$ cat config.mk
export PLATFORM = sky130hd
export DESIGN_NAME = serial_rx_core
export DESIGN_NICKNAME = d
export VERILOG_FILES = /design/src/rtl/serial_rx_pkg.sv /design/src/rtl/rx_line_sync.sv /design/src/rtl/rx_frame_fsm.sv /design/src/rtl/rx_hold_flags.sv /design/src/rtl/serial_rx_core.sv
export SDC_FILE = /design/constraint.sdc
export NUM_CORES = 1
export LEC_CHECK = 0
export BUFFER_PORTS_ARGS = -buffer_cell sky130_fd_sc_hd__buf_2
export CORE_MARGIN = 2
export CORE_UTILIZATION = 59
export CTS_CLUSTER_DIAMETER = 50
export CTS_CLUSTER_SIZE = 28
export DETAILED_ROUTE_END_ITERATION = 7
export PLACE_DENSITY = 0.83
export SLEW_MARGIN = 40
export SYNTH_ARGS = -nofsm -noshare
export SYNTH_HDL_FRONTEND = slang
export SYNTH_SLANG_ARGS = --single-unit
$ cat constraint.sdc
create_clock -name clk -period 3.2 [get_ports clk]
set_clock_uncertainty 0.2 [all_clocks]
set_input_delay 0 -clock clk [delete_from_list [all_inputs] [get_ports clk]]
set_output_delay 0 -clock clk [all_outputs]
set_load 0.02 [all_outputs]
$ cat src/rtl/serial_rx_pkg.sv
package serial_rx_pkg;

  typedef enum logic [2:0] {
    ST_IDLE    = 3'd0,
    ST_START   = 3'd1,
    ST_DATA    = 3'd2,
    ST_PARITY  = 3'd3,
    ST_STOP    = 3'd4,
    ST_WAIT_HI = 3'd5
  } rx_state_e;

  localparam logic [1:0] FAC_X1  = 2'b01;
  localparam logic [1:0] FAC_X16 = 2'b10;
  localparam logic [1:0] FAC_X64 = 2'b11;

endpackage

$ cat src/rtl/rx_line_sync.sv
module rx_line_sync #(
  parameter int unsigned STAGES = 2
) (
  input  logic clk,
  input  logic rst_n,
  input  logic line_i,
  output logic line_o
);

  logic [STAGES-1:0] sr_q;

  generate
    if (STAGES == 1) begin : g_single
      always_ff @(posedge clk or negedge rst_n) begin
        if (!rst_n) sr_q <= 1'b1;
        else        sr_q <= line_i;
      end
    end else begin : g_chain
      always_ff @(posedge clk or negedge rst_n) begin
        if (!rst_n) sr_q <= '1;
        else        sr_q <= {sr_q[STAGES-2:0], line_i};
      end
    end
  endgenerate

  assign line_o = sr_q[STAGES-1];

endmodule

$ cat src/rtl/rx_frame_fsm.sv
module rx_frame_fsm
  import serial_rx_pkg::*;
#(
  parameter int unsigned DATA_W     = 8,
  parameter int unsigned MID_FACTOR = 16,
  parameter int unsigned MAX_FACTOR = 64
) (
  input  logic              clk,
  input  logic              rst_n,
  input  logic              tick_i,
  input  logic              line_i,
  input  logic              enable_i,
  input  logic [1:0]        len_i,
  input  logic              par_en_i,
  input  logic              par_even_i,
  input  logic [1:0]        factor_i,
  output logic              chr_valid_o,
  output logic [DATA_W-1:0] chr_data_o,
  output logic              chr_par_o,
  output logic              chr_frm_o
);

  localparam int unsigned CNT_W    = $clog2(MAX_FACTOR);
  localparam int unsigned BIT_W    = $clog2(DATA_W + 1);
  localparam int unsigned MIN_BITS = DATA_W - 3;
  localparam logic [CNT_W-1:0] MID_PER_M1  = CNT_W'(MID_FACTOR - 1);
  localparam logic [CNT_W-1:0] MAX_PER_M1  = CNT_W'(MAX_FACTOR - 1);
  localparam logic [CNT_W-1:0] MID_HALF_M1 = CNT_W'(MID_FACTOR / 2 - 1);
  localparam logic [CNT_W-1:0] MAX_HALF_M1 = CNT_W'(MAX_FACTOR / 2 - 1);

  rx_state_e         state_q;
  logic [CNT_W-1:0]  cnt_q;
  logic [BIT_W-1:0]  bit_idx_q;
  logic [DATA_W-1:0] shreg_q;
  logic              par_acc_q;
  logic              par_bad_q;

  logic [CNT_W-1:0]  period_m1;
  logic [CNT_W-1:0]  half_m1;
  logic              single_rate;
  logic [BIT_W-1:0]  nbits;
  logic [DATA_W-1:0] aligned;
  logic              sample;

  always_comb begin
    case (factor_i)
      FAC_X16: begin period_m1 = MID_PER_M1; half_m1 = MID_HALF_M1; single_rate = 1'b0; end
      FAC_X64: begin period_m1 = MAX_PER_M1; half_m1 = MAX_HALF_M1; single_rate = 1'b0; end
      default: begin period_m1 = '0;         half_m1 = '0;          single_rate = 1'b1; end
    endcase
  end

  assign nbits   = BIT_W'(MIN_BITS) + BIT_W'(len_i);
  assign aligned = shreg_q >> (BIT_W'(DATA_W) - nbits);
  assign sample  = tick_i && (cnt_q == '0);

  always_ff @(posedge clk or negedge rst_n) begin
    if (!rst_n) begin
      state_q     <= ST_IDLE;
      cnt_q       <= '0;
      bit_idx_q   <= '0;
      shreg_q     <= '0;
      par_acc_q   <= 1'b0;
      par_bad_q   <= 1'b0;
      chr_valid_o <= 1'b0;
      chr_data_o  <= '0;
      chr_par_o   <= 1'b0;
      chr_frm_o   <= 1'b0;
    end else begin
      chr_valid_o <= 1'b0;
      if (!enable_i) begin
        state_q <= ST_IDLE;
        cnt_q   <= '0;
      end else begin
        case (state_q)
          ST_IDLE: begin
            if (tick_i && !line_i) begin
              shreg_q   <= '0;
              bit_idx_q <= '0;
              par_acc_q <= 1'b0;
              par_bad_q <= 1'b0;
              if (single_rate) begin
                state_q <= ST_DATA;
                cnt_q   <= '0;
              end else begin
                state_q <= ST_START;
                cnt_q   <= half_m1;
              end
            end
          end
          ST_START: begin
            if (tick_i) begin
              if (cnt_q != '0) begin
                cnt_q <= cnt_q - 1'b1;
              end else if (!line_i) begin
                state_q <= ST_DATA;
                cnt_q   <= period_m1;
              end else begin
                state_q <= ST_IDLE;
              end
            end
          end
          ST_DATA: begin
            if (tick_i && cnt_q != '0) begin
              cnt_q <= cnt_q - 1'b1;
            end else if (sample) begin
              shreg_q   <= {line_i, shreg_q[DATA_W-1:1]};
              par_acc_q <= par_acc_q ^ line_i;
              bit_idx_q <= bit_idx_q + 1'b1;
              cnt_q     <= period_m1;
              if (bit_idx_q == nbits - 1'b1)
                state_q <= par_en_i ? ST_PARITY : ST_STOP;
            end
          end
          ST_PARITY: begin
            if (tick_i && cnt_q != '0) begin
              cnt_q <= cnt_q - 1'b1;
            end else if (sample) begin
              par_bad_q <= par_even_i ? (par_acc_q ^ line_i) : ~(par_acc_q ^ line_i);
              cnt_q     <= period_m1;
              state_q   <= ST_STOP;
            end
          end
          ST_STOP: begin
            if (tick_i && cnt_q != '0) begin
              cnt_q <= cnt_q - 1'b1;
            end else if (sample) begin
              chr_valid_o <= 1'b1;
              chr_data_o  <= aligned;
              chr_par_o   <= par_bad_q;
              chr_frm_o   <= ~line_i;
              state_q     <= line_i ? ST_IDLE : ST_WAIT_HI;
            end
          end
          ST_WAIT_HI: begin
            if (line_i) state_q <= ST_IDLE;
          end
          default: state_q <= ST_IDLE;
        endcase
      end
    end
  end


  disable_idle_chk: assert property (@(posedge clk) disable iff (!rst_n)
    !enable_i |=> state_q == ST_IDLE);


  upper_zero_chk: assert property (@(posedge clk) disable iff (!rst_n)
    chr_valid_o |-> ((chr_data_o >> nbits) == '0));


  break_wait_chk: assert property (@(posedge clk) disable iff (!rst_n)
    (chr_valid_o && chr_frm_o && !$past(!enable_i)) |-> state_q == ST_WAIT_HI);


  tick_hold_chk: assert property (@(posedge clk) disable iff (!rst_n)
    (!tick_i && enable_i && state_q inside {ST_START, ST_DATA, ST_PARITY, ST_STOP})
      |=> $stable(cnt_q));

endmodule

$ cat src/rtl/rx_hold_flags.sv
module rx_hold_flags #(
  parameter int unsigned DATA_W = 8
) (
  input  logic              clk,
  input  logic              rst_n,
  input  logic              chr_valid_i,
  input  logic [DATA_W-1:0] chr_data_i,
  input  logic              chr_par_i,
  input  logic              chr_frm_i,
  input  logic              rd_ready_i,
  input  logic              err_clear_i,
  output logic [DATA_W-1:0] data_o,
  output logic              valid_o,
  output logic              par_o,
  output logic              ovr_o,
  output logic              frm_o
);

  logic consume;
  assign consume = valid_o && rd_ready_i;

  always_ff @(posedge clk or negedge rst_n) begin
    if (!rst_n) begin
      data_o  <= '0;
      valid_o <= 1'b0;
      par_o   <= 1'b0;
      ovr_o   <= 1'b0;
      frm_o   <= 1'b0;
    end else begin
      if (chr_valid_i) begin
        data_o  <= chr_data_i;
        valid_o <= 1'b1;
      end else if (consume) begin
        valid_o <= 1'b0;
      end

      if (chr_valid_i && valid_o && !consume) ovr_o <= 1'b1;
      else if (err_clear_i)                   ovr_o <= 1'b0;

      if (chr_valid_i && chr_par_i) par_o <= 1'b1;
      else if (err_clear_i)         par_o <= 1'b0;

      if (chr_valid_i && chr_frm_i) frm_o <= 1'b1;
      else if (err_clear_i)         frm_o <= 1'b0;
    end
  end


  read_clear_chk: assert property (@(posedge clk) disable iff (!rst_n)
    (valid_o && rd_ready_i && !chr_valid_i) |=> !valid_o);


  ovr_cause_chk: assert property (@(posedge clk) disable iff (!rst_n)
    $rose(ovr_o) |-> $past(valid_o));


  sticky_par_chk: assert property (@(posedge clk) disable iff (!rst_n)
    (par_o && !err_clear_i) |=> par_o);


  sticky_frm_chk: assert property (@(posedge clk) disable iff (!rst_n)
    (frm_o && !err_clear_i) |=> frm_o);

endmodule

$ cat src/rtl/serial_rx_core.sv
module serial_rx_core #(
  parameter int unsigned DATA_W      = 8,
  parameter int unsigned MID_FACTOR  = 16,
  parameter int unsigned MAX_FACTOR  = 64,
  parameter int unsigned SYNC_STAGES = 2
) (
  input  logic              clk,
  input  logic              rst_n,
  input  logic              samp_tick,
  input  logic              rx_line,
  input  logic              rx_enable,
  input  logic [1:0]        cfg_len,
  input  logic              cfg_par_en,
  input  logic              cfg_par_even,
  input  logic [1:0]        cfg_factor,
  input  logic              err_clear,
  output logic [DATA_W-1:0] rx_data,
  output logic              rx_valid,
  input  logic              rx_ready,
  output logic              par_err,
  output logic              ovr_err,
  output logic              frm_err
);

  logic              line_s;
  logic              chr_valid;
  logic [DATA_W-1:0] chr_data;
  logic              chr_par;
  logic              chr_frm;

  rx_line_sync #(.STAGES(SYNC_STAGES)) u_sync (
    .clk    (clk),
    .rst_n  (rst_n),
    .line_i (rx_line),
    .line_o (line_s)
  );

  rx_frame_fsm #(
    .DATA_W     (DATA_W),
    .MID_FACTOR (MID_FACTOR),
    .MAX_FACTOR (MAX_FACTOR)
  ) u_fsm (
    .clk         (clk),
    .rst_n       (rst_n),
    .tick_i      (samp_tick),
    .line_i      (line_s),
    .enable_i    (rx_enable),
    .len_i       (cfg_len),
    .par_en_i    (cfg_par_en),
    .par_even_i  (cfg_par_even),
    .factor_i    (cfg_factor),
    .chr_valid_o (chr_valid),
    .chr_data_o  (chr_data),
    .chr_par_o   (chr_par),
    .chr_frm_o   (chr_frm)
  );

  rx_hold_flags #(.DATA_W(DATA_W)) u_hold (
    .clk         (clk),
    .rst_n       (rst_n),
    .chr_valid_i (chr_valid),
    .chr_data_i  (chr_data),
    .chr_par_i   (chr_par),
    .chr_frm_i   (chr_frm),
    .rd_ready_i  (rx_ready),
    .err_clear_i (err_clear),
    .data_o      (rx_data),
    .valid_o     (rx_valid),
    .par_o       (par_err),
    .ovr_o       (ovr_err),
    .frm_o       (frm_err)
  );

endmodule

Yosys cells after proc, flatten, opt, wreduce, memory -nomap -nowiden
Cells that the tools add are included.
W data, S select, Z words.
Word-level totals
  register bits after elaboration: 48
  input port bits: 13
  word-level logic and storage cells: 135
Operators by class
  $add $sub $neg: 5
  equal/unequal tests: 28
  shift operators: 1
  multiplexer cells: 55
  bitwise operators: 4
  reduce and logical (&&, ||, !) cells: 26
Operator list (count)
  $mux W6: 8
  $mux W3: 14
  $mux W8: 3
  $pmux W6 S4: 1
  $ne A3 B2 Y1 const B: 6
  $ne A3 B3 Y1 const B: 6
  $pmux W3 S6: 1
  $mux W1: 16
  $pmux W8 S2: 1
  $mux W4: 3
  $pmux W6 S2: 1
  $reduce_bool A2 Y1: 6
  $reduce_and A11 Y1: 1
  $pmux W5 S2: 1
  $reduce_and A5 Y1: 2
  $logic_and A1 B1 Y1: 8
  $pmux W4 S2: 1
  $shr A8 B4 Y8: 1
  $eq A3 B2 Y1 const B: 2
  $eq A3 B3 Y1 const B: 2
  $logic_not A6 Y1: 1
  $ne A2 B1 Y1 const B: 3
  $reduce_and A6 Y1: 1
  $reduce_bool A6 Y1: 1
  21 further kinds: 29

Logic depth before layout (Yosys ltp)
Gate-level depths: netlist of the first run.
  word-level depth: 8
  depth in mapped cells: 9

Hierarchy
From an unflattened synthesis of the first run, not the netlist that was laid out.
Second synthesis, totals
  cells, all modules: 289
  area, all modules: 2897.8 um2
By module, submodules not included
  rx_frame_fsm: times used 1, cells an instance 260, area each 2374.8 um2
  rx_hold_flags: times used 1, cells an instance 27, area each 470.5 um2
  rx_line_sync: times used 1, cells an instance 2, area each 52.6 um2

Worst setup path before layout of the first run
No wires, ideal clock.
  kind: register -> register
  start point: reg u_fsm.cnt_q[0]
  end point: reg u_fsm.chr_data_o[7]
  arrival time: 1950 ps
  path slack: 909 ps
  stages on the path, launching flop included: 10
  buffers on the path: 2
  clock period less this slack: 2291 ps
  path through: dfrtp_1 > inv_1 > ha_1 > nor3b_4 > nand2_4 > or4_4 > buf_6 > buf_2 > nand2_1 > o41ai_2
On the way
  word-level cells in the longest chain between the ends: 4
RTL lines
  from (decl): line rx_frame_fsm.sv:32  | logic [CNT_W-1:0] cnt_q;
  from (signal assigned): line rx_frame_fsm.sv:87  | cnt_q <= half_m1;
  from (signal assigned): line rx_frame_fsm.sv:94  | cnt_q <= cnt_q - 1'b1;
  from (signal assigned): line rx_frame_fsm.sv:97  | cnt_q <= period_m1;
  $reduce_bool A6 Y1: line rx_frame_fsm.sv:125  | if (tick_i && cnt_q != '0) begin
  $logic_and A1 B1 Y1: line rx_frame_fsm.sv:125
  $not A1 Y1 (no line)
  $reduce_and A4 Y1 (no line) (*)
  to (signal assigned): line rx_frame_fsm.sv:129  | chr_data_o <= aligned;
  to (decl): line rx_frame_fsm.sv:18  | output logic [DATA_W-1:0] chr_data_o,
Mark *: on every way between the ends. The rest lies on a longest branch, timed or not.
A chain may end at the register's enable or synchronous reset.

Worst setup path in the final report of the first run
  start point: in cfg_len[0]
  end point: reg u_fsm.state_q[2]
On the way
  word-level cells in the longest chain between the ends: 5
RTL lines
  from (decl): line serial_rx_core.sv:12  | input logic [1:0] cfg_len,
  $add A3 B2 Y4: line rx_frame_fsm.sv:53  | assign nbits = BIT_W'(MIN_BITS) + BIT_W'(len_i);
  $sub A4 B1 Y4: line rx_frame_fsm.sv:111  | if (bit_idx_q == nbits - 1'b1)
  $eq A4 B4 Y1: line rx_frame_fsm.sv:111
  $ne A3 B2 Y1 (no line)
  $reduce_and A11 Y1 (no line)
  to (signal assigned): line rx_frame_fsm.sv:112  | state_q <= par_en_i ? ST_PARITY : ST_STOP;
  to (signal assigned): line rx_frame_fsm.sv:132  | state_q <= line_i ? ST_IDLE : ST_WAIT_HI;
  to (decl): line rx_frame_fsm.sv:31  | rx_state_e state_q;
No other way between the ends.

==> results of run 1 <==
critical path: stages:
cell and delay (ps):
sky130_fd_sc_hd__dlygate4sd3_1 530, sky130_fd_sc_hd__buf_2 220, sky130_fd_sc_hd__ha_1 590, sky130_fd_sc_hd__xnor2_1 150, sky130_fd_sc_hd__mux2i_1 140, sky130_fd_sc_hd__o31ai_1 510
sky130_fd_sc_hd__o2111a_1 260, sky130_fd_sc_hd__dlygate4sd3_1 540
power by group through the flow:
stage	combinational, mW	sequential [mW]	clock, mW
2_1_floorplan	0.747	0.767	0
3_3_place_gp	0.826	0.857	0
3_5_place_dp	0.842	0.861	0
4_1_cts	0.866	0.847	0.463
5_1_grt	0.978	0.873	0.489
6_report	0.873	0.852	0.454
routing by layer:
metal	track usage [%]	wire length, um
met3	4.72	241
met1	31.5	2590
met2	37.2	2580
met5	0	0
met4	8.18	72
final cells by class:
type	count	area, um^2	share of cell area (%)
Timing Repair Buffer	37	245	7.92
Sequential cell	48	1200	38.9
Clock inverter	3	47.5	1.54
Tap cell	52	65.1	2.10
Multi-Input combinational cell	213	1430	46.1
Inverter	10	38.8	1.25
Clock buffer	5	68.8	2.22
sequential cells by signal (all words and copies together), names as in the netlist, 2 cells and up:
name              flops
u_fsm.chr_data_o      8
u_fsm.shreg_q         8
u_hold.data_o         8
u_fsm.cnt_q           6
u_fsm.bit_idx_q       4
u_fsm.state_q         3
u_sync.sr_q           2
how the worst max path moves through the flow:
stage | start | to | slack, ps | depth (start not counted)
2_1_floorplan | u_fsm.cnt_q[0]$_DFFE_PN0P_ | u_fsm.chr_data_o[7]$_DFFE_PN0P_ | 910 | 9
3_3_place_gp | u_fsm.cnt_q[0]$_DFFE_PN0P_ | u_fsm.chr_data_o[7]$_DFFE_PN0P_ | 830 | 6
3_5_place_dp | u_fsm.cnt_q[0]$_DFFE_PN0P_ | u_fsm.cnt_q[4]$_DFFE_PN0P_ | 720 | 7
4_1_cts | cfg_len[0] | u_fsm.state_q[2]$_DFFE_PN0P_ | 330 | 8
5_1_grt | cfg_len[0] | u_fsm.state_q[2]$_DFFE_PN0P_ | 160 | 8
6_report | cfg_len[0] | u_fsm.state_q[2]$_DFFE_PN0P_ | 300 | 8
cell usage in the layout, fill, tap and decap left out, drive strengths merged, types with 6 or more instances in the layout:
master and instances:
dlygate4sd3 10, nand2b 7, a22o 7, nor3 6
a21oi 8, nor2b 6, dfrtp 46, a31oi 6
nand2 48, nor2 15, buf 27, mux2 8
inv 9, o21ai 29
stage by stage:
| stage | std cells | instance area, um^2 | hold WS, ps | utilization [%] | power, mW |
|---|---|---|---|---|---|
| after floorplan | 286 | 2740 | -496 | - | 1.51 |
| final | 368 | 3100 | 37.7 | 70.2 | 2.18 |
| after CTS | 368 | 3100 | 33.1 | 70.2 | 2.18 |
| after detailed placement | 350 | 2880 | -152 | 65.2 | 1.70 |
| after global routing | 368 | 3100 | 73.6 | 70.2 | 2.34 |
| after global placement | 350 | 2880 | -95.5 | 65.2 | 1.68 |
cells by family after synthesis:
| group | after synthesis |
|---|---|
| buffers and inverters | 25 |
| xor gates and xnor gates | 9 |
| DFF | 48 |
| adders and majority gates | 5 |
| and+or+nand+nor | 106 |
| AOI/OAI and AO/OA | 78 |
| muxes | 15 |
==> impl_results.rst, run 1 <==
.. list-table::
   :header-rows: 1

   * - Metric
     - Value
   * - Outcome
     - finished, final reports clean
   * - Highest clock rate
     - 345 MHz
   * - Initial antenna violation count
     - 0
   * - Final-stage net count
     - 333
   * - P&R area growth vs syn
     - 13.2%
   * - Routability congestion estimate
     - 0.911
   * - Fraction of the mapped netlist area in adder cells
     - 2.29%
   * - Estimated wirelength of the detail-placed design
     - 3720 um
   * - Buffers inserted by post-CTS timing repair
     - 0
   * - Gate power share
     - 40.1%
   * - Source-to-sink clock delay at the later pin of the worst-skew pair
     - 310 ps
   * - R2R setup slack
     - 500 ps
   * - Overall overflow remaining after global route
     - 0
   * - Residual DRC count
     - 0
   * - Number of standard cells after synthesis
     - 286
   * - Number of gates given a new drive strength after cts
     - 0
   * - Net switching component of the power
     - 869 uW
   * - Die area
     - 5200 um^2
   * - Die outline height
     - 72.1 um
   * - R2R Path Start
     - u_fsm.cnt_q[0]$_DFFE_PN0P_
   * - Main combinational cell family by area after synthesis
     - simple AND/OR/NAND/NOR gates
   * - Multiplexer fraction of the synthesized cell area
     - 8.14%
   * - Antenna-violating nets left
     - 0
   * - Minimum clock period after layout
     - 2900 ps
   * - Max IR drop VDD
     - 0.000420 V
   * - Simple logic cell fraction of the synthesized area
     - 19.6%
   * - Leakage power figure
     - 1.40 nW
   * - Kind of launch point of the worst setup path
     - input pin
   * - Arrival time reported for the critical path endpoint
     - 2950 ps
   * - Leading cell type by number of instances after synthesis
     - sky130_fd_sc_hd__nand2_1
   * - CTS buffer count
     - 5
   * - Vias in the first global route
     - 2069
   * - Clock tree from TritonCTS
     - yes
   * - Setup repair after global routing missed its margin
     - no
   * - Area of the core
     - 4410 um^2
   * - Pre-CTS setup slack
     - 722 ps
   * - WP data required
     - 3250 ps
   * - Synthesized-area fraction occupied by xor and xnor cells
     - 2.88%
   * - Total vias in the final route
     - 2196
   * - Count of routing violations after the opening detailed-route iteration
     - 165
   * - Setup TNS
     - 0 ps
   * - Number of synthesized flops with an enable pin
     - 0
   * - Share of layout cells above drive strength 1
     - 19.0%
   * - Hold bufs inserted after CTS
     - 10
   * - Clk pwr share
     - 20.8%
   * - TritonCTS sink count
     - 48
   * - Avg Cell Area, Syn
     - 9.56 um^2
   * - Die X-Extent
     - 72.1 um
   * - Max-Cap Viols
     - 0
   * - Worst setup path class
     - in2reg
   * - Pin slew with the least headroom to its limit
     - 669 ps
   * - Global routing usage summed across all routing layers
     - 23.2%
   * - Compound-gate portion of the synthesized area
     - 19.3%
   * - Setup-failing EPs final
     - 0
   * - WL/cell
     - 14.9 um
   * - Mean number of vias per cell
     - 5.97
   * - Switching Fraction
     - 39.9%
   * - Largest net degree at the start of global routing
     - 49
   * - Number of top-level pins
     - 25
   * - Number of different library cells in the post-synthesis netlist
     - 54
   * - Biggest fanout along the worst timing path
     - 14
   * - Portion of the post-synthesis area used by sequential elements
     - 44.0%
   * - Power density relative to cell area
     - 703 nW/um^2
   * - Count of cells along the worst register-to-register path
     - 8
   * - Global-route wire length before repair
     - 9470 um
   * - Number of I/O port buffers
     - 24
   * - Number of search-and-repair iterations in the first detailed-routing pass
     - 4
   * - Commonest cells in the netlist
     - 47 x sky130_fd_sc_hd__nand2_1, 46 x sky130_fd_sc_hd__dfrtp_1, 24 x sky130_fd_sc_hd__o21ai_0
   * - Syn_nets
     - 304
   * - Final Hold Fails
     - 0
   * - Diodes inserted
     - 0
   * - Share of Yosys cell area claimed by the top area cell type
     - 42.1%
   * - Filler cell count
     - 348
   * - Proportion of register bits with asynchronous set or reset after synthesis
     - 100%
   * - Clock Pin Slew Worst Setup and Hold Paths
     - 90 ps
   * - Type of destination of the critical path
     - flip-flop
   * - Number of cell rows
     - 24
   * - H-Tree Level Count
     - 2
   * - Main area contributors after synthesis
     - sky130_fd_sc_hd__dfrtp_1 42%, sky130_fd_sc_hd__nand2_1 6.5%, sky130_fd_sc_hd__o21ai_0 4.4%, sky130_fd_sc_hd__mux4_2 4.1%, sky130_fd_sc_hd__mux2_2 3.3%
   * - Summed instance area of the synthesized netlist
     - 2740 um^2
   * - Period utilization
     - 90.7%
   * - #FFs+latches synth
     - 48
   * - Total routed wirelength
     - 5490 um
   * - Pint
     - 1.31 mW
   * - Yosys top cell by area
     - sky130_fd_sc_hd__dfrtp_1
   * - Sequential share of power
     - 39.1%
   * - Root cell of the clock tree
     - sky130_fd_sc_hd__clkbuf_8
   * - Worst min path class
     - in2async
   * - Most used flip-flop cell after synthesis
     - sky130_fd_sc_hd__dfrtp_1
   * - Clock tree buffer depth
     - 2
   * - Worst max-slew margin expressed relative to the limit
     - 55.4%
   * - Worst reg2reg endpoint
     - u_fsm.state_q[2]$_DFFE_PN0P_
   * - Final worst-path setup slack
     - 299 ps
   * - Max-slew violations
     - 0
   * - Yosys synthesis warning count
     - 0
   * - Initial Utilization
     - 62.0%
Note: power is estimated with default switching activity, not from simulation.
==> run 2: changes to the inputs <==
--- a/config.mk
+++ b/config.mk
@@ -7,11 +7,11 @@
 export LEC_CHECK = 0
 export BUFFER_PORTS_ARGS = -buffer_cell sky130_fd_sc_hd__buf_2
 export CORE_MARGIN = 2
-export CORE_UTILIZATION = 59
+export CORE_UTILIZATION = 53
 export CTS_CLUSTER_DIAMETER = 50
 export CTS_CLUSTER_SIZE = 28
 export DETAILED_ROUTE_END_ITERATION = 7
-export PLACE_DENSITY = 0.83
+export PLACE_DENSITY = 0.79
 export SLEW_MARGIN = 40
 export SYNTH_ARGS = -nofsm -noshare
 export SYNTH_HDL_FRONTEND = slang
==> constraint.sdc (replaced) <==
create_clock -name clk -period 2.45 [get_ports clk]
set_clock_uncertainty 0.2 [all_clocks]
set_input_delay 0 -clock clk [delete_from_list [all_inputs] [get_ports clk]]
set_output_delay 0 -clock clk [all_outputs]
set_load 0.02 [all_outputs]
==> run 2 against run 1 <==
Against the previous run:
- power rose by 41%
- first-iteration DRC count fell by 35%
- via count rose by 3.0%
- clock-buffer cell count did not move
- critical endpoint is now u_fsm.chr_data_o[7]$_DFFE_PN0P_
- highest routed layer unchanged
==> impl_results.rst, run 2 (synthesized netlist as in run 1, its figures left out) <==
.. list-table::
   :header-rows: 1

   * - Metric
     - Value
   * - Count of cells along the worst register-to-register path
     - 7 (-1)
   * - Period utilization
     - 95.4%
   * - Leading cell type in the layout, fill and taps excluded
     - sky130_fd_sc_hd__nand2_1
   * - P&R area growth vs syn
     - 17.3%
   * - Number of I/O port buffers
     - 24 (unchanged)
   * - Clock tree buffer depth
     - 2 (unchanged)
   * - Highest clock rate
     - 428 MHz
   * - Setup-failing EPs final
     - 0 (unchanged)
   * - Die outline height
     - 75.8 um (+5.2%)
   * - CTS buffer count
     - 5 (unchanged)
   * - Number of search-and-repair iterations in the first detailed-routing pass
     - 4 (unchanged)
   * - Type of destination of the critical path
     - flip-flop
   * - Final-stage net count
     - 342 (+2.7%)
   * - Area of the core
     - 5040 um^2 (+14%)
   * - Biggest fanout along the worst timing path
     - 15 (+1)
   * - Mean number of vias per cell
     - 5.73 (-4.0%)
   * - Registers with the most flip-flops
     - u_fsm.chr_data_o (8), u_fsm.shreg_q (8), u_hold.data_o (8)
   * - Root cell of the clock tree
     - sky130_fd_sc_hd__clkbuf_8
   * - Commonest cells after routing, fill and taps aside
     - 47 x sky130_fd_sc_hd__nand2_1, 46 x sky130_fd_sc_hd__dfrtp_1, 24 x sky130_fd_sc_hd__o21ai_0, 24 x sky130_fd_sc_hd__buf_2, 14 x sky130_fd_sc_hd__nor2_1
   * - Pin slew with the least headroom to its limit
     - 661 ps (-8.72 ps)
   * - Total vias in the final route
     - 2262 (+3.0%)
   * - Overall overflow remaining after global route
     - 0 (unchanged)
   * - Global-route wire length before repair
     - 9660 um (+2.0%)
   * - Max-Cap Viols
     - 0 (unchanged)
   * - Die X-Extent
     - 75.8 um (+5.2%)
   * - Kind of launch point of the worst setup path
     - flip-flop
   * - Placed Area
     - 2970 um^2 (+3.0%)
   * - Filler cell count
     - 421 (+21%)
   * - Power density relative to cell area
     - 956 nW/um^2 (+36%)
   * - Max-slew violations
     - 0 (unchanged)
   * - Worst min path class
     - in2async
   * - Setup repair after global routing missed its margin
     - no
   * - Seq. cell area
     - 1200 um^2 (unchanged)
   * - WP data required
     - 2450 ps (-800 ps)
   * - Routability congestion estimate
     - 0.906 (-0.49%)
   * - Outcome
     - finished, final reports clean
   * - Arrival time reported for the critical path endpoint
     - 2340 ps (-610 ps)
   * - Leakage power figure
     - 1.45 nW (+4.0%)
   * - H-Tree Level Count
     - 2 (unchanged)
   * - TritonCTS sink count
     - 48 (unchanged)
   * - Clock tree from TritonCTS
     - yes
   * - Estimated wirelength of the detail-placed design
     - 4160 um (+12%)
   * - Count of routing violations after the opening detailed-route iteration
     - 107 (-35%)
   * - Clock Pin Slew Worst Setup and Hold Paths
     - 90 ps (about the same)
   * - Antenna-violating nets left
     - 0 (unchanged)
   * - Diodes inserted
     - 0 (unchanged)
   * - R2R setup slack
     - 110 ps (-390 ps)
   * - Die area
     - 5750 um^2 (+11%)
   * - Final Hold Fails
     - 0 (unchanged)
   * - Number of cell rows
     - 26 (+8.3%)
   * - WL/cell
     - 14.7 um (-1.2%)
   * - Area of combinational cells with multiple inputs
     - 1430 um^2 (+0.44%)
   * - Largest net degree at the start of global routing
     - 33 (-33%)
   * - Source-to-sink clock delay at the later pin of the worst-skew pair
     - 310 ps (about the same)
   * - Initial antenna violation count
     - 0 (unchanged)
   * - Worst setup path class
     - reg2reg
   * - Setup TNS
     - 0 ps (unchanged)
   * - Residual DRC count
     - 0 (unchanged)
   * - Share of layout cells above drive strength 1
     - 21.8% (+2.9 points)
   * - Initial Utilization
     - 54.2% (-7.7 points)
   * - Vias in the first global route
     - 2080 (+0.53%)
   * - Worst max-slew margin expressed relative to the limit
     - 55.8% (+0.44 points)
   * - Post-route cell area
     - 3210 um^2 (+3.6%)
   * - Max IR drop VDD
     - 0.000469 V (+12%)
   * - Minimum clock period after layout
     - 2340 ps
   * - Total routed wirelength
     - 5820 um (+6.1%)
   * - Global routing usage summed across all routing layers
     - 22.2% (-0.96 points)
   * - Number of top-level pins
     - 25 (unchanged)
-- run 2: cell types whose count changed in the layout (fill, tap and decap cells not counted), sizes merged --
cell	before	now
clkinv	3	1
bufinv	1	2
buf	27	37
dlygate4sd3	10	9
inv	9	10
-- run 2: path summary, 6_finish.rpt --
path	from	to
min	rst_n	u_sync.sr_q[0]$_DFF_PN1_
max	u_fsm.cnt_q[0]$_DFFE_PN0P_	u_fsm.chr_data_o[7]$_DFFE_PN0P_
max in group asynchronous	rst_n	u_fsm.bit_idx_q[0]$_DFFE_PN0P_
min reg2reg	u_sync.sr_q[0]$_DFF_PN1_	u_sync.sr_q[1]$_DFF_PN1_
max reg2reg	u_fsm.cnt_q[0]$_DFFE_PN0P_	u_fsm.chr_data_o[7]$_DFFE_PN0P_
min in group clk	cfg_par_en	u_fsm.state_q[2]$_DFFE_PN0P_
-- run 2: through the flow --
| step | hold WS [ps] | worst slack (ps) | cells | power [mW] | utilization (%) |
|---|---|---|---|---|---|
| floorplan | -496 | 159 | 286 | 1.98 | - |
| global placement | -254 | 192 | 377 | 2.30 | 58.9 |
| detailed placement | -254 | 119 | 377 | 2.33 | 58.9 |
| CTS | 14.7 | 92.8 | 394 | 3.04 | 63.4 |
| global route | 30.3 | 4.08 | 395 | 3.28 | 63.6 |
| finish | 21.4 | 113 | 395 | 3.07 | 63.6 |
-- run 2: metal layers --
| layer | routed length [um] | GRT usage [%] |
|---|---|---|
| met5 | 0 | 0 |
| met3 | 227 | 5.82 |
| met1 | 2740 | 30.1 |
| met4 | 92 | 6.63 |
| met2 | 2760 | 35.2 |
-- run 2: final cells by class --
class / instances / area share [%]
tap: 70 / 2.73
clock inverter: 3 / 2.14
timing repair buffer: 46 / 9.59
clock buffer: 5 / 2.14
sequential: 48 / 37.5
multi-input combinational: 213 / 44.7
inverter: 10 / 1.21
-- run 2: critical path: stages, from the launching register on --
cell and delay (ps):
sky130_fd_sc_hd__dfrtp_1 430, sky130_fd_sc_hd__inv_1 100, sky130_fd_sc_hd__ha_1 180, sky130_fd_sc_hd__nor3b_4 230
sky130_fd_sc_hd__buf_4 150, sky130_fd_sc_hd__nand2_4 50, sky130_fd_sc_hd__or4_4 530, sky130_fd_sc_hd__o41ai_2 360
-- run 2: report_power, final --
group          leakage [nW]  internal (mW)  switching [mW]
registers             0.655          0.895           0.179
logic                 0.729          0.594           0.711
clock network        0.0687          0.411           0.278
total                  1.45           1.90            1.17
-- run 2: timing repair --
| action | 4_1_cts | 5_1_grt |
|---|---|---|
| endpoints found under the hold margin | 61 | 0 |
| gates resized for setup | 0 | 2 |
| setup endpoints to repair | 0 | 8 |
| hold buffers | 9 | 0 |
| buffers inserted | 0 | 1 |
==> run 3: changes to the inputs <==
--- a/config.mk
+++ b/config.mk
@@ -11,6 +11,7 @@
 export CTS_CLUSTER_DIAMETER = 50
 export CTS_CLUSTER_SIZE = 28
 export DETAILED_ROUTE_END_ITERATION = 7
+export GPL_TIMING_DRIVEN = 0
 export PLACE_DENSITY = 0.79
 export SLEW_MARGIN = 40
 export SYNTH_ARGS = -nofsm -noshare
==> run 3 against run 2 <==
Against the previous run:
- clock-buffer cell count unchanged
- combinational power grew 6%
- hold slack gained 6.8 ps
- first-iteration DRC count is 60% higher
- sequential share of layout area increased by 0.073 points
- cell count rose by 1.3%
- routed wire length up 3.0%
- cell area shrank 0.20%
- power is 2.9% lower
- register-to-register slack got worse by 30 ps
- largest cell class unchanged
==> impl_results.rst, run 3 (synthesized netlist as in run 1, its figures left out) <==
.. list-table::
   :header-rows: 1

   * - Metric
     - Value
   * - Pwr Total
     - 2.98 mW (-2.9%)
   * - H-Tree Level Count
     - 2 (unchanged)
   * - Count of routing violations after the opening detailed-route iteration
     - 171 (+60%)
   * - Diodes inserted
     - 0 (unchanged)
   * - Worst setup path class
     - reg2reg
   * - Initial Utilization
     - 54.2% (unchanged)
   * - Die area
     - 5750 um^2 (unchanged)
   * - Count of cells along the worst register-to-register path
     - 9 (+2)
   * - Biggest fanout along the worst timing path
     - 10 (-5)
   * - Highest clock rate
     - 423 MHz (-1.1%)
   * - Total vias in the final route
     - 2303 (+1.8%)
   * - Buffers plus inverters on the worst setup path
     - 3 (+1)
   * - Outcome
     - finished, final reports clean
   * - Final Hold Fails
     - 0 (unchanged)
   * - Max-Cap Viols
     - 0 (unchanged)
   * - Area of the core
     - 5040 um^2 (unchanged)
   * - Number of I/O port buffers
     - 24 (unchanged)
   * - Max IR drop VDD
     - 0.000577 V (+23%)
   * - Commonest cells after routing, fill and taps aside
     - 47 x sky130_fd_sc_hd__nand2_1, 46 x sky130_fd_sc_hd__dfrtp_1, 24 x sky130_fd_sc_hd__o21ai_0, 24 x sky130_fd_sc_hd__buf_2, 14 x sky130_fd_sc_hd__nor2_1
   * - Residual DRC count
     - 0 (unchanged)
   * - Global-route wire length before repair
     - 9780 um (+1.2%)
   * - Clock tree buffer depth
     - 2 (unchanged)
   * - P&R area growth vs syn
     - 17.1%
   * - Registers with the most flip-flops
     - u_fsm.chr_data_o (8), u_fsm.shreg_q (8), u_hold.data_o (8)
   * - Pre-CTS setup slack
     - -108 ps (-227 ps)
   * - Core utilization of the finished layout
     - 63.5% (-0.12 points)
   * - Global routing usage summed across all routing layers
     - 22.2% (about the same)
   * - Total routed wirelength
     - 6000 um (+3.0%)
   * - Kind of launch point of the worst setup path
     - flip-flop
   * - WL/cell
     - 15.0 um (+1.8%)
   * - Overall overflow remaining after global route
     - 0 (unchanged)
   * - Mean number of vias per cell
     - 5.76 (+0.54%)
   * - Number of cell rows
     - 26 (unchanged)
   * - Number of top-level pins
     - 25 (unchanged)
   * - Cell with the biggest individual delay on the critical path
     - sky130_fd_sc_hd__or4_4
   * - Die X-Extent
     - 75.8 um (unchanged)
   * - Worst max-slew margin expressed relative to the limit
     - 60.2% (+4.4 points)
   * - Die outline height
     - 75.8 um (unchanged)
   * - Worst min path class
     - in2async
   * - Power density relative to cell area
     - 930 nW/um^2 (-2.7%)
   * - Placed Area
     - 2950 um^2 (-0.76%)
   * - WP data required
     - 2420 ps (-30 ps)
   * - Final-stage net count
     - 347 (+1.5%)
   * - Slowest cell delay on critical path
     - 520 ps (about the same)
   * - Max-slew violations
     - 0 (unchanged)
   * - Leading cell type in the layout, fill and taps excluded
     - sky130_fd_sc_hd__nand2_1
   * - Minimum clock period after layout
     - 2360 ps (+26.5 ps)
   * - Source-to-sink clock delay at the later pin of the worst-skew pair
     - 310 ps (about the same)
   * - Clock Pin Slew Worst Setup and Hold Paths
     - 90 ps (about the same)
   * - Estimated wirelength of the detail-placed design
     - 4110 um (-1.2%)
   * - Levels on crit path
     - 9 (+2)
   * - Routability congestion estimate
     - 0.890 (-1.8%)
   * - Share of layout cells above drive strength 1
     - 21.5% (-0.33 points)
   * - Setup-failing EPs final
     - 0 (unchanged)
   * - Number of search-and-repair iterations in the first detailed-routing pass
     - 4 (unchanged)
   * - Largest net degree at the start of global routing
     - 49 (+48%)
   * - Arrival time reported for the critical path endpoint
     - 2340 ps (about the same)
   * - Final worst-path setup slack
     - 86.7 ps (-26.5 ps)
   * - Root cell of the clock tree
     - sky130_fd_sc_hd__clkbuf_8
   * - Clock tree from TritonCTS
     - yes
   * - CTS buffer count
     - 5 (unchanged)
   * - Initial antenna violation count
     - 0 (unchanged)
   * - TritonCTS sink count
     - 48 (unchanged)
   * - Pin slew with the least headroom to its limit
     - 597 ps (-63.5 ps)
   * - Type of destination of the critical path
     - flip-flop
   * - Antenna-violating nets left
     - 0 (unchanged)
   * - Largest delay share family, worst path
     - simple AND/OR/NAND/NOR gates
   * - Post-route cell area
     - 3200 um^2 (-0.20%)
   * - Leakage power figure
     - 1.42 nW (-1.9%)
   * - Period utilization
     - 96.5% (+1.1 points)
   * - Cell-by-cell listing of the critical path
     - inv_2 > ha_4 > nor3b_4 > nand2_4 > or4_4 > buf_6 > buf_2 > nand2_1 > o41ai_2
   * - Vias in the first global route
     - 2033 (-2.3%)
-- run 3: worst paths after layout --
path / from / endpoint / slack, ps
min in group clk: samp_tick / u_fsm.par_bad_q$_DFFE_PN0P_ / 30
worst min register to register: u_sync.sr_q[0]$_DFF_PN1_ / u_sync.sr_q[1]$_DFF_PN1_ / 160
worst min-delay path: rst_n / u_fsm.shreg_q[0]$_DFFE_PN0P_ / 30
max in group asynchronous: rst_n / u_fsm.cnt_q[3]$_DFFE_PN0P_ / 1610
worst max register to register: u_fsm.cnt_q[0]$_DFFE_PN0P_ / u_fsm.chr_data_o[7]$_DFFE_PN0P_ / 90
worst max-delay path: u_fsm.cnt_q[0]$_DFFE_PN0P_ / u_fsm.chr_data_o[7]$_DFFE_PN0P_ / 90
-- run 3: metrics by stage --
step	hold slack, ps	instances	TNS [ps]
finish	28.2	400	0
global route	38.0	400	-3.52
detailed placement	-147	380	-915
global placement	-95.3	380	-398
CTS	18.7	399	0
floorplan	-496	286	0
-- run 3: layout make-up --
class	instances	area, um^2
plain buffers	15	67.6
clock buffers	5	68.8
clock inverters	3	47.5
fillers	413	1840
inverters	10	38.8
multi-input cells	213	1460
flip-flops and latches	48	1200
well taps	70	87.6
repair buffers	36	234
-- run 3: what timing repair did --
action                                 in CTS  in global routing
buffers inserted                            4                  1
resized for setup                           0                 11
hold buffers                                7                  0
setup endpoints to repair                  16                 25
pin swaps                                   1                  2
endpoints found under the hold margin      59                  0
cloned                                      0                  0
-- run 3: where the power goes --
| part | switching [mW] | leakage [nW] | internal (mW) | total (mW) |
|---|---|---|---|---|
| clock | 0.280 | 0.0583 | 0.308 | 0.588 |
| sequential | 0.114 | 0.655 | 0.896 | 1.01 |
| combinational | 0.803 | 0.712 | 0.578 | 1.38 |
| total | 1.20 | 1.42 | 1.78 | 2.98 |
-- run 3: metal layers --
metal	GRT usage, %	vias to the layer above	share of wire [%]
li1	-	1118	-
met1	33.0	1123	45
met2	33.1	56	49
met3	3.97	6	4.1
met4	6.82	0	1.2
met5	0	-	0
